## config.mk

```make
export PLATFORM = sky130hd
export DESIGN_NAME = trap_entry_unit
export DESIGN_NICKNAME = d
export VERILOG_FILES = /design/src/rtl/trap_pkg.sv /design/src/rtl/trap_cause_decode.sv /design/src/rtl/trap_target_sel.sv /design/src/rtl/trap_vector_gen.sv /design/src/rtl/trap_entry_unit.sv
export SDC_FILE = /design/constraint.sdc
export NUM_CORES = 1
export LEC_CHECK = 0
export ABC_AREA = 1
export BUFFER_PORTS_ARGS = -buffer_cell sky130_fd_sc_hd__buf_2
export CORE_MARGIN = 3
export CORE_UTILIZATION = 36
export DETAILED_ROUTE_END_ITERATION = 12
export GPL_ROUTABILITY_DRIVEN = 1
export PLACE_DENSITY = 0.59
export SETUP_SLACK_MARGIN = 0.4
export SYNTH_ARGS = -nofsm -noshare
export SYNTH_HDL_FRONTEND = slang
export SYNTH_HIERARCHICAL = 1
export SYNTH_SLANG_ARGS = --single-unit
```

## constraint.sdc

```tcl
create_clock -name clk -period 0.8 [get_ports clk]
set_input_delay 0.04 -clock clk [delete_from_list [all_inputs] [get_ports clk]]
set_output_delay 0.04 -clock clk [all_outputs]
set_load 0.01 [all_outputs]
```

## src/rtl/trap_pkg.sv

```systemverilog
package trap_pkg;

   typedef enum logic [1:0] {
      PRIV_U   = 2'd0,
      PRIV_S   = 2'd1,
      PRIV_RSV = 2'd2,
      PRIV_M   = 2'd3
   } priv_e;

   // status word bit positions (decoded by neighbouring logic)
   localparam int unsigned ST_SIE    = 1;
   localparam int unsigned ST_MIE    = 3;
   localparam int unsigned ST_SPIE   = 5;
   localparam int unsigned ST_MPIE   = 7;
   localparam int unsigned ST_SPP    = 8;
   localparam int unsigned ST_MPP_LO = 11;

   localparam int unsigned ECALL_GENERIC = 8;
   localparam logic [1:0]  VEC_MODE_TABLE = 2'b01;

endpackage

```

## src/rtl/trap_cause_decode.sv

```systemverilog
module trap_cause_decode
   import trap_pkg::*;
#(
   parameter int unsigned XLEN   = 32,
   parameter int unsigned CODE_W = 5
) (
   input  logic              irq,
   input  logic [CODE_W-1:0] code_in,
   input  logic [1:0]        cur_priv,
   input  logic [XLEN-1:0]   addr,
   output logic [CODE_W-1:0] code_eff,
   output logic [XLEN-1:0]   tval
);

   generate
      if (CODE_W < 4) begin : g_bad_code_w
         $error("trap_cause_decode: CODE_W must be at least 4");
      end
   endgenerate

   logic is_ecall;
   logic addr_class;

   // environment call: generic number plus privilege gives 8/9/11
   assign is_ecall = !irq && (code_in == CODE_W'(ECALL_GENERIC));

   always_comb begin
      code_eff = code_in;
      if (is_ecall) begin
         code_eff = code_in + CODE_W'(cur_priv);
      end
   end

   always_comb begin
      addr_class = 1'b0;
      if (!irq) begin
         case (code_eff)
            CODE_W'(0), CODE_W'(1), CODE_W'(4), CODE_W'(5),
            CODE_W'(6), CODE_W'(7), CODE_W'(12), CODE_W'(13),
            CODE_W'(15): addr_class = 1'b1;
            default:     addr_class = 1'b0;
         endcase
      end
   end

   assign tval = addr_class ? addr : '0;

   // an ecall never leaves the 8..11 window
   always_comb begin
      if (is_ecall) begin
         assert_ecall_range_R3: assert (code_eff >= CODE_W'(8) && code_eff <= CODE_W'(11));
      end
   end

endmodule

```

## src/rtl/trap_target_sel.sv

```systemverilog
module trap_target_sel
   import trap_pkg::*;
#(
   parameter int unsigned XLEN   = 32,
   parameter int unsigned CODE_W = 5
) (
   input  logic              irq,
   input  logic [CODE_W-1:0] code,
   input  logic [1:0]        cur_priv,
   input  logic [XLEN-1:0]   exc_deleg,
   input  logic [XLEN-1:0]   irq_deleg,
   output logic              to_super
);

   localparam int unsigned IDX_MAX = XLEN - 1;

   logic [XLEN-1:0] mask;
   logic            low_priv;
   logic            bit_set;

   assign mask     = irq ? irq_deleg : exc_deleg;
   assign low_priv = (cur_priv == PRIV_U) || (cur_priv == PRIV_S);
   assign bit_set  = (32'(code) <= IDX_MAX) ? mask[code] : 1'b0;
   assign to_super = low_priv && bit_set;

endmodule

```

## src/rtl/trap_vector_gen.sv

```systemverilog
module trap_vector_gen
   import trap_pkg::*;
#(
   parameter int unsigned XLEN     = 32,
   parameter int unsigned CODE_W   = 5,
   parameter bit          VECTORED = 1'b1
) (
   input  logic [XLEN-1:0]   tvec,
   input  logic              irq,
   input  logic [CODE_W-1:0] code,
   output logic [XLEN-1:0]   target_pc
);

   logic [XLEN-1:0] base;
   logic [XLEN-1:0] offset;

   assign base = {tvec[XLEN-1:2], 2'b00};

   generate
      if (VECTORED) begin : g_vectored
         assign offset = (irq && tvec[1:0] == VEC_MODE_TABLE)
                         ? XLEN'({code, 2'b00}) : '0;
      end else begin : g_direct
         assign offset = '0;
      end
   endgenerate

   assign target_pc = base + offset;

endmodule

```

## src/rtl/trap_entry_unit.sv

```systemverilog
module trap_entry_unit
   import trap_pkg::*;
#(
   parameter int unsigned    XLEN     = 32,
   parameter int unsigned    CODE_W   = $clog2(XLEN),
   parameter logic [XLEN-1:0] RESET_PC = '0,
   parameter bit             VECTORED = 1'b1
) (
   input  logic              clk,
   input  logic              rst_n,
   input  logic              trap_fire,
   input  logic              trap_irq,
   input  logic [CODE_W-1:0] trap_code,
   input  logic [XLEN-1:0]   trap_addr,
   input  logic [XLEN-1:0]   cur_pc,
   input  logic [1:0]        cur_priv,
   input  logic [XLEN-1:0]   exc_deleg,
   input  logic [XLEN-1:0]   irq_deleg,
   input  logic [XLEN-1:0]   stat_in,
   input  logic [XLEN-1:0]   stvec_in,
   input  logic [XLEN-1:0]   mtvec_in,
   output logic [1:0]        priv_out,
   output logic [XLEN-1:0]   pc_out,
   output logic [XLEN-1:0]   stat_out,
   output logic [XLEN-1:0]   s_cause,
   output logic [XLEN-1:0]   s_epc,
   output logic [XLEN-1:0]   s_tval,
   output logic [XLEN-1:0]   m_cause,
   output logic [XLEN-1:0]   m_epc,
   output logic [XLEN-1:0]   m_tval
);

   generate
      if (XLEN != 32 && XLEN != 64) begin : g_bad_xlen
         $error("trap_entry_unit: XLEN must be 32 or 64");
      end
      if (CODE_W >= XLEN) begin : g_bad_code
         $error("trap_entry_unit: CODE_W must be below XLEN");
      end
      if (XLEN <= ST_MPP_LO + 1) begin : g_bad_stat
         $error("trap_entry_unit: status word too narrow");
      end
   endgenerate

   logic [CODE_W-1:0] code_eff;
   logic [XLEN-1:0]   tval_c;
   logic              to_super;
   logic [XLEN-1:0]   s_target;
   logic [XLEN-1:0]   m_target;
   logic [XLEN-1:0]   cause_c;
   logic [XLEN-1:0]   stat_nxt;

   trap_cause_decode #(.XLEN(XLEN), .CODE_W(CODE_W)) u_decode (
      .irq      (trap_irq),
      .code_in  (trap_code),
      .cur_priv (cur_priv),
      .addr     (trap_addr),
      .code_eff (code_eff),
      .tval     (tval_c)
   );

   trap_target_sel #(.XLEN(XLEN), .CODE_W(CODE_W)) u_target (
      .irq       (trap_irq),
      .code      (code_eff),
      .cur_priv  (cur_priv),
      .exc_deleg (exc_deleg),
      .irq_deleg (irq_deleg),
      .to_super  (to_super)
   );

   trap_vector_gen #(.XLEN(XLEN), .CODE_W(CODE_W), .VECTORED(VECTORED)) u_svec (
      .tvec      (stvec_in),
      .irq       (trap_irq),
      .code      (code_eff),
      .target_pc (s_target)
   );

   trap_vector_gen #(.XLEN(XLEN), .CODE_W(CODE_W), .VECTORED(VECTORED)) u_mvec (
      .tvec      (mtvec_in),
      .irq       (trap_irq),
      .code      (code_eff),
      .target_pc (m_target)
   );

   assign cause_c = {trap_irq, (XLEN-1)'(code_eff)};

   always_comb begin
      stat_nxt = stat_in;
      if (to_super) begin
         stat_nxt[ST_SPIE] = stat_in[ST_SIE];
         stat_nxt[ST_SPP]  = cur_priv[0];
         stat_nxt[ST_SIE]  = 1'b0;
      end else begin
         stat_nxt[ST_MPIE]            = stat_in[ST_MIE];
         stat_nxt[ST_MPP_LO +: 2]     = cur_priv;
         stat_nxt[ST_MIE]             = 1'b0;
      end
   end

   always_ff @(posedge clk or negedge rst_n) begin
      if (!rst_n) begin
         priv_out <= PRIV_M;
         pc_out   <= RESET_PC;
         stat_out <= '0;
      end else if (trap_fire) begin
         priv_out <= to_super ? PRIV_S : PRIV_M;
         pc_out   <= to_super ? s_target : m_target;
         stat_out <= stat_nxt;
      end
   end

   always_ff @(posedge clk or negedge rst_n) begin
      if (!rst_n) begin
         s_cause <= '0;
         s_epc   <= '0;
         s_tval  <= '0;
      end else if (trap_fire && to_super) begin
         s_cause <= cause_c;
         s_epc   <= cur_pc;
         s_tval  <= tval_c;
      end
   end

   always_ff @(posedge clk or negedge rst_n) begin
      if (!rst_n) begin
         m_cause <= '0;
         m_epc   <= '0;
         m_tval  <= '0;
      end else if (trap_fire && !to_super) begin
         m_cause <= cause_c;
         m_epc   <= cur_pc;
         m_tval  <= tval_c;
      end
   end

   // ---------------- assertions ----------------
   assert_mach_stays_R2: assert property (@(posedge clk) disable iff (!rst_n)
      (trap_fire && cur_priv == PRIV_M) |=> (priv_out == PRIV_M));

   assert_sup_stack_R5: assert property (@(posedge clk) disable iff (!rst_n)
      (trap_fire && to_super) |=> (priv_out == PRIV_S && !stat_out[ST_SIE]
         && stat_out[ST_SPIE] == $past(stat_in[ST_SIE]) && s_epc == $past(cur_pc)));

   assert_mach_stack_R6: assert property (@(posedge clk) disable iff (!rst_n)
      (trap_fire && !to_super) |=> (!stat_out[ST_MIE]
         && stat_out[ST_MPIE] == $past(stat_in[ST_MIE])
         && stat_out[ST_MPP_LO +: 2] == $past(cur_priv) && m_epc == $past(cur_pc)));

   assert_cause_flag_R7: assert property (@(posedge clk) disable iff (!rst_n)
      trap_fire |=> (((priv_out == PRIV_S) ? s_cause[XLEN-1] : m_cause[XLEN-1])
                     == $past(trap_irq)));

   assert_other_mode_kept_R7: assert property (@(posedge clk) disable iff (!rst_n)
      (trap_fire && to_super) |=> ($stable(m_cause) && $stable(m_epc) && $stable(m_tval)));

   assert_irq_no_tval_R4: assert property (@(posedge clk) disable iff (!rst_n)
      (trap_fire && trap_irq) |=> (((priv_out == PRIV_S) ? s_tval : m_tval) == '0));

   assert_pc_aligned_R8: assert property (@(posedge clk) disable iff (!rst_n)
      trap_fire |=> (pc_out[1:0] == 2'b00));

   assert_hold_R10: assert property (@(posedge clk) disable iff (!rst_n)
      !trap_fire |=> ($stable(priv_out) && $stable(pc_out) && $stable(stat_out)
                      && $stable(s_cause) && $stable(m_cause)));

endmodule

```

==> run summary <==
status: complete, but fails checks
failing checks: hold timing, setup timing
Die Height: 191 um
startpoint types: input port
total CTS buffers: 23
number of synthesized flops with an enable pin: 0
Nets: 2675
max-slew violations: 0
Post-synth ARST share: 100%
most frequent cells in the layout: nand2_1 (681), buf_2 (366), nand3_1 (247), buf_4 (224), dfrtp_1 (203)
clock transition at the registers of the reported paths: 0.06 ns
clock skew: 0 ns
unique cell type count in the Yosys netlist: 31
Hold Crit Class: input port to asynchronous set/reset pin
row cnt: 67
CP bufs+invs: 5
Worst path top cell family by delay: simple AND/OR/NAND/NOR gates
largest net degree at the start of global routing: 46
drt total wl: 48800 um
WHS: -0.535 ns
root buf cell: clkbuf_16
critical path cell sequence: buf_8, ha_4, fa_1, nand4_1, nand2_2, clkbuf_16, nand3_2, nand2_1, nand2_1, nand3_2, nand3_2, a21oi_4, buf_4, buf_12, nand2_8, buf_12, nand2_1, nand2_1
Crit Path Max Fanout: 30
Avg Cell Area, Syn: 7.07 um^2
Post-Syn Instances: 1740
number of synthesized register bits: 205
crit path kind: input port to flop
initial core utilization: 36.6%
post-route ant nets: 0
antenna violations before repair: 9
max-capacitance violation count: 0
vias in the first global route: 12700
GPL Wtd Cong: 0.870
filler cell count: 3112
Post-DP HPWL: 34200 um
final worst path period share: 280%
Util after Layout: 58.0%
setup violators final: 383
I/O pin total: 493
critical path arrival: 2.62 ns
Tot Pwr: 34.3 mW
Worst Slack Setup Final: -1.44 ns
H-tree levels: 1
Congestion Overflow GR: 0
Max stage delay cell, worst path: fa_1
power per cell area: 1760 mW/mm^2
core area: 0.0336 mm^2
WL/cell: 16.9 um
Yosys warnings: 6
DR iter-0 viols: 772
Tmin final: 2.24 ns
CTS tree: built
register area share after synthesis: 41.7%
Fmax achieved: 447 MHz
crit-path max cell delay: 0.51 ns
dpl ws: -1.88 ns
Vias: 13900
layout overhead on the synthesized area: 58.4%
first-pass GRT wire length: 67700 um
clk sink count: 205
layout cell share with drive strength beyond 1: 39.9%
leakage: 11.0 nW
RSZ-0062 raised after global routing: yes
CP endpoint kind: flop
DRT Pass-1 Iters: 7
Syn Std Cell Area: 0.0123 mm^2
ys flop type: dfrtp_1
DRC Markers: 0
Via density: 4.80
cts-stage hold buffer count: 23
port bufs: 439
full die area: 0.0364 mm^2
deepest clock path buffer count: 3
gr usage total: 23.3%
Peak supply drop: 0.00153 V
CP dominant cell by count: nand2_1
Hold Violations, Final: 356
Die Wd: 191 um
Skew-Pair Late Insertion Delay: 0.51 ns
commonest non-fill, non-tap cell in the layout: nand2_1
CP required: 1.19 ns
where the power goes:
part | switching [mW] | internal, mW
sequential | 0.982 | 11.8
clock | 4.42 | 6.59
combinational | 5.33 | 5.20
Yosys cell counts (2+ instances only):
cell	instances	area, um^2
buf_6	9	101
buf_1	4	15.0
xor2_1	17	149
xnor2_1	3	26.3
conb_1	4	15.0
nand2_2	9	56.3
inv_2	5	18.8
inv_1	120	450
buf_4	72	541
dfrtp_1	204	5100
and2_1	4	25.0
nand2_1	711	2670
nor2_4	5	56.3
nand3_1	346	1730
nand3_2	4	40.0
nand2_4	2	22.5
nor2_2	36	225
nand3b_1	15	113
nor2_1	78	293
ha_1	11	138
nand4_1	12	75.1
clkbuf_1	8	30.0
buf_2	51	255
fa_1	3	60.1
cells by family after synthesis:
logic type	after synthesis	synth area share, %
fa+ha+maj	14	1.61
xor+xnor	20	1.42
compound gates	2	0.142
buf+inv	271	11.6
flops	205	41.7
simple gates	1224	43.3
other cells	4	0.122
worst paths after layout:
| path | startpoint | to | slack (ns) | depth (start not counted) |
|---|---|---|---|---|
| worst max-delay path | trap_code[0] | s_epc[18]$_DFFE_PN0P_ | -1.44 | 18 |
| min in group clk | stat_in[28] | stat_out[28]$_DFFE_PN0P_ | -0.23 | 3 |
| worst min-delay path | rst_n | m_epc[10]$_DFFE_PN0P_ | -0.53 | 1 |
| worst min register to register | stat_out[29]$_DFFE_PN0P_ | stat_out[29]$_DFFE_PN0P_ | 0.47 | 2 |
| max in group asynchronous | rst_n | stat_out[20]$_DFFE_PN0P_ | 0.81 | 2 |
| worst max register to register | stat_out[11]$_DFFE_PN0P_ | stat_out[11]$_DFFE_PN0P_ | 0.01 | 3 |
per-stage QoR:
| step | TNS [ns] | hold slack (ns) | cell area, um^2 | std cells |
|---|---|---|---|---|
| floorplan | -238.51 | -0.256 | 12900 | 1793 |
| global placement | -312.90 | 0.00763 | 16100 | 2697 |
| detailed placement | -319.28 | 0.0103 | 16100 | 2697 |
| CTS | -282.17 | -0.528 | 17300 | 2765 |
| global route | -318.33 | -0.524 | 19500 | 2890 |
| finish | -299.47 | -0.535 | 19500 | 2890 |
routing by layer:
layer | vias to the layer above | wire [um] | track usage (%)
met5 | - | 74 | 0
met3 | 99 | 3680 | 4.60
met2 | 506 | 25000 | 41.6
met4 | 14 | 1450 | 6.92
met1 | 6525 | 18600 | 28.3
li1 | 6724 | - | -
layout make-up:
| cell class | count | area [um^2] | area share, % |
|---|---|---|---|
| diodes | 2 | 5.00 | 0.0257 |
| clock buffers | 28 | 594 | 3.05 |
| clock inverters | 11 | 170 | 0.873 |
| inverters | 126 | 498 | 2.56 |
| multi-input cells | 1317 | 6670 | 34.2 |
| flip-flops and latches | 205 | 5130 | 26.3 |
| well taps | 448 | 561 | 2.88 |
| repair buffers | 753 | 5860 | 30.1 |
state kept, by name, indices dropped and copies added (netlist names):
| signal | flops |
|---|---|
| m_tval | 32 |
| s_tval | 32 |
| s_cause | 6 |
| s_epc | 32 |
| priv_out | 1 |
| m_cause | 6 |
| stat_out | 32 |
| pc_out | 32 |
| m_epc | 32 |
repair_timing:
item	4_1_cts	5_1_grt
setup buffers	4	107
gates cloned	2	16
pin swaps	2	20
endpoints found under the setup margin	410	410
resized for setup	26	235
hold endpoints to repair	382	352
Power figures use the tool's default switching activity.
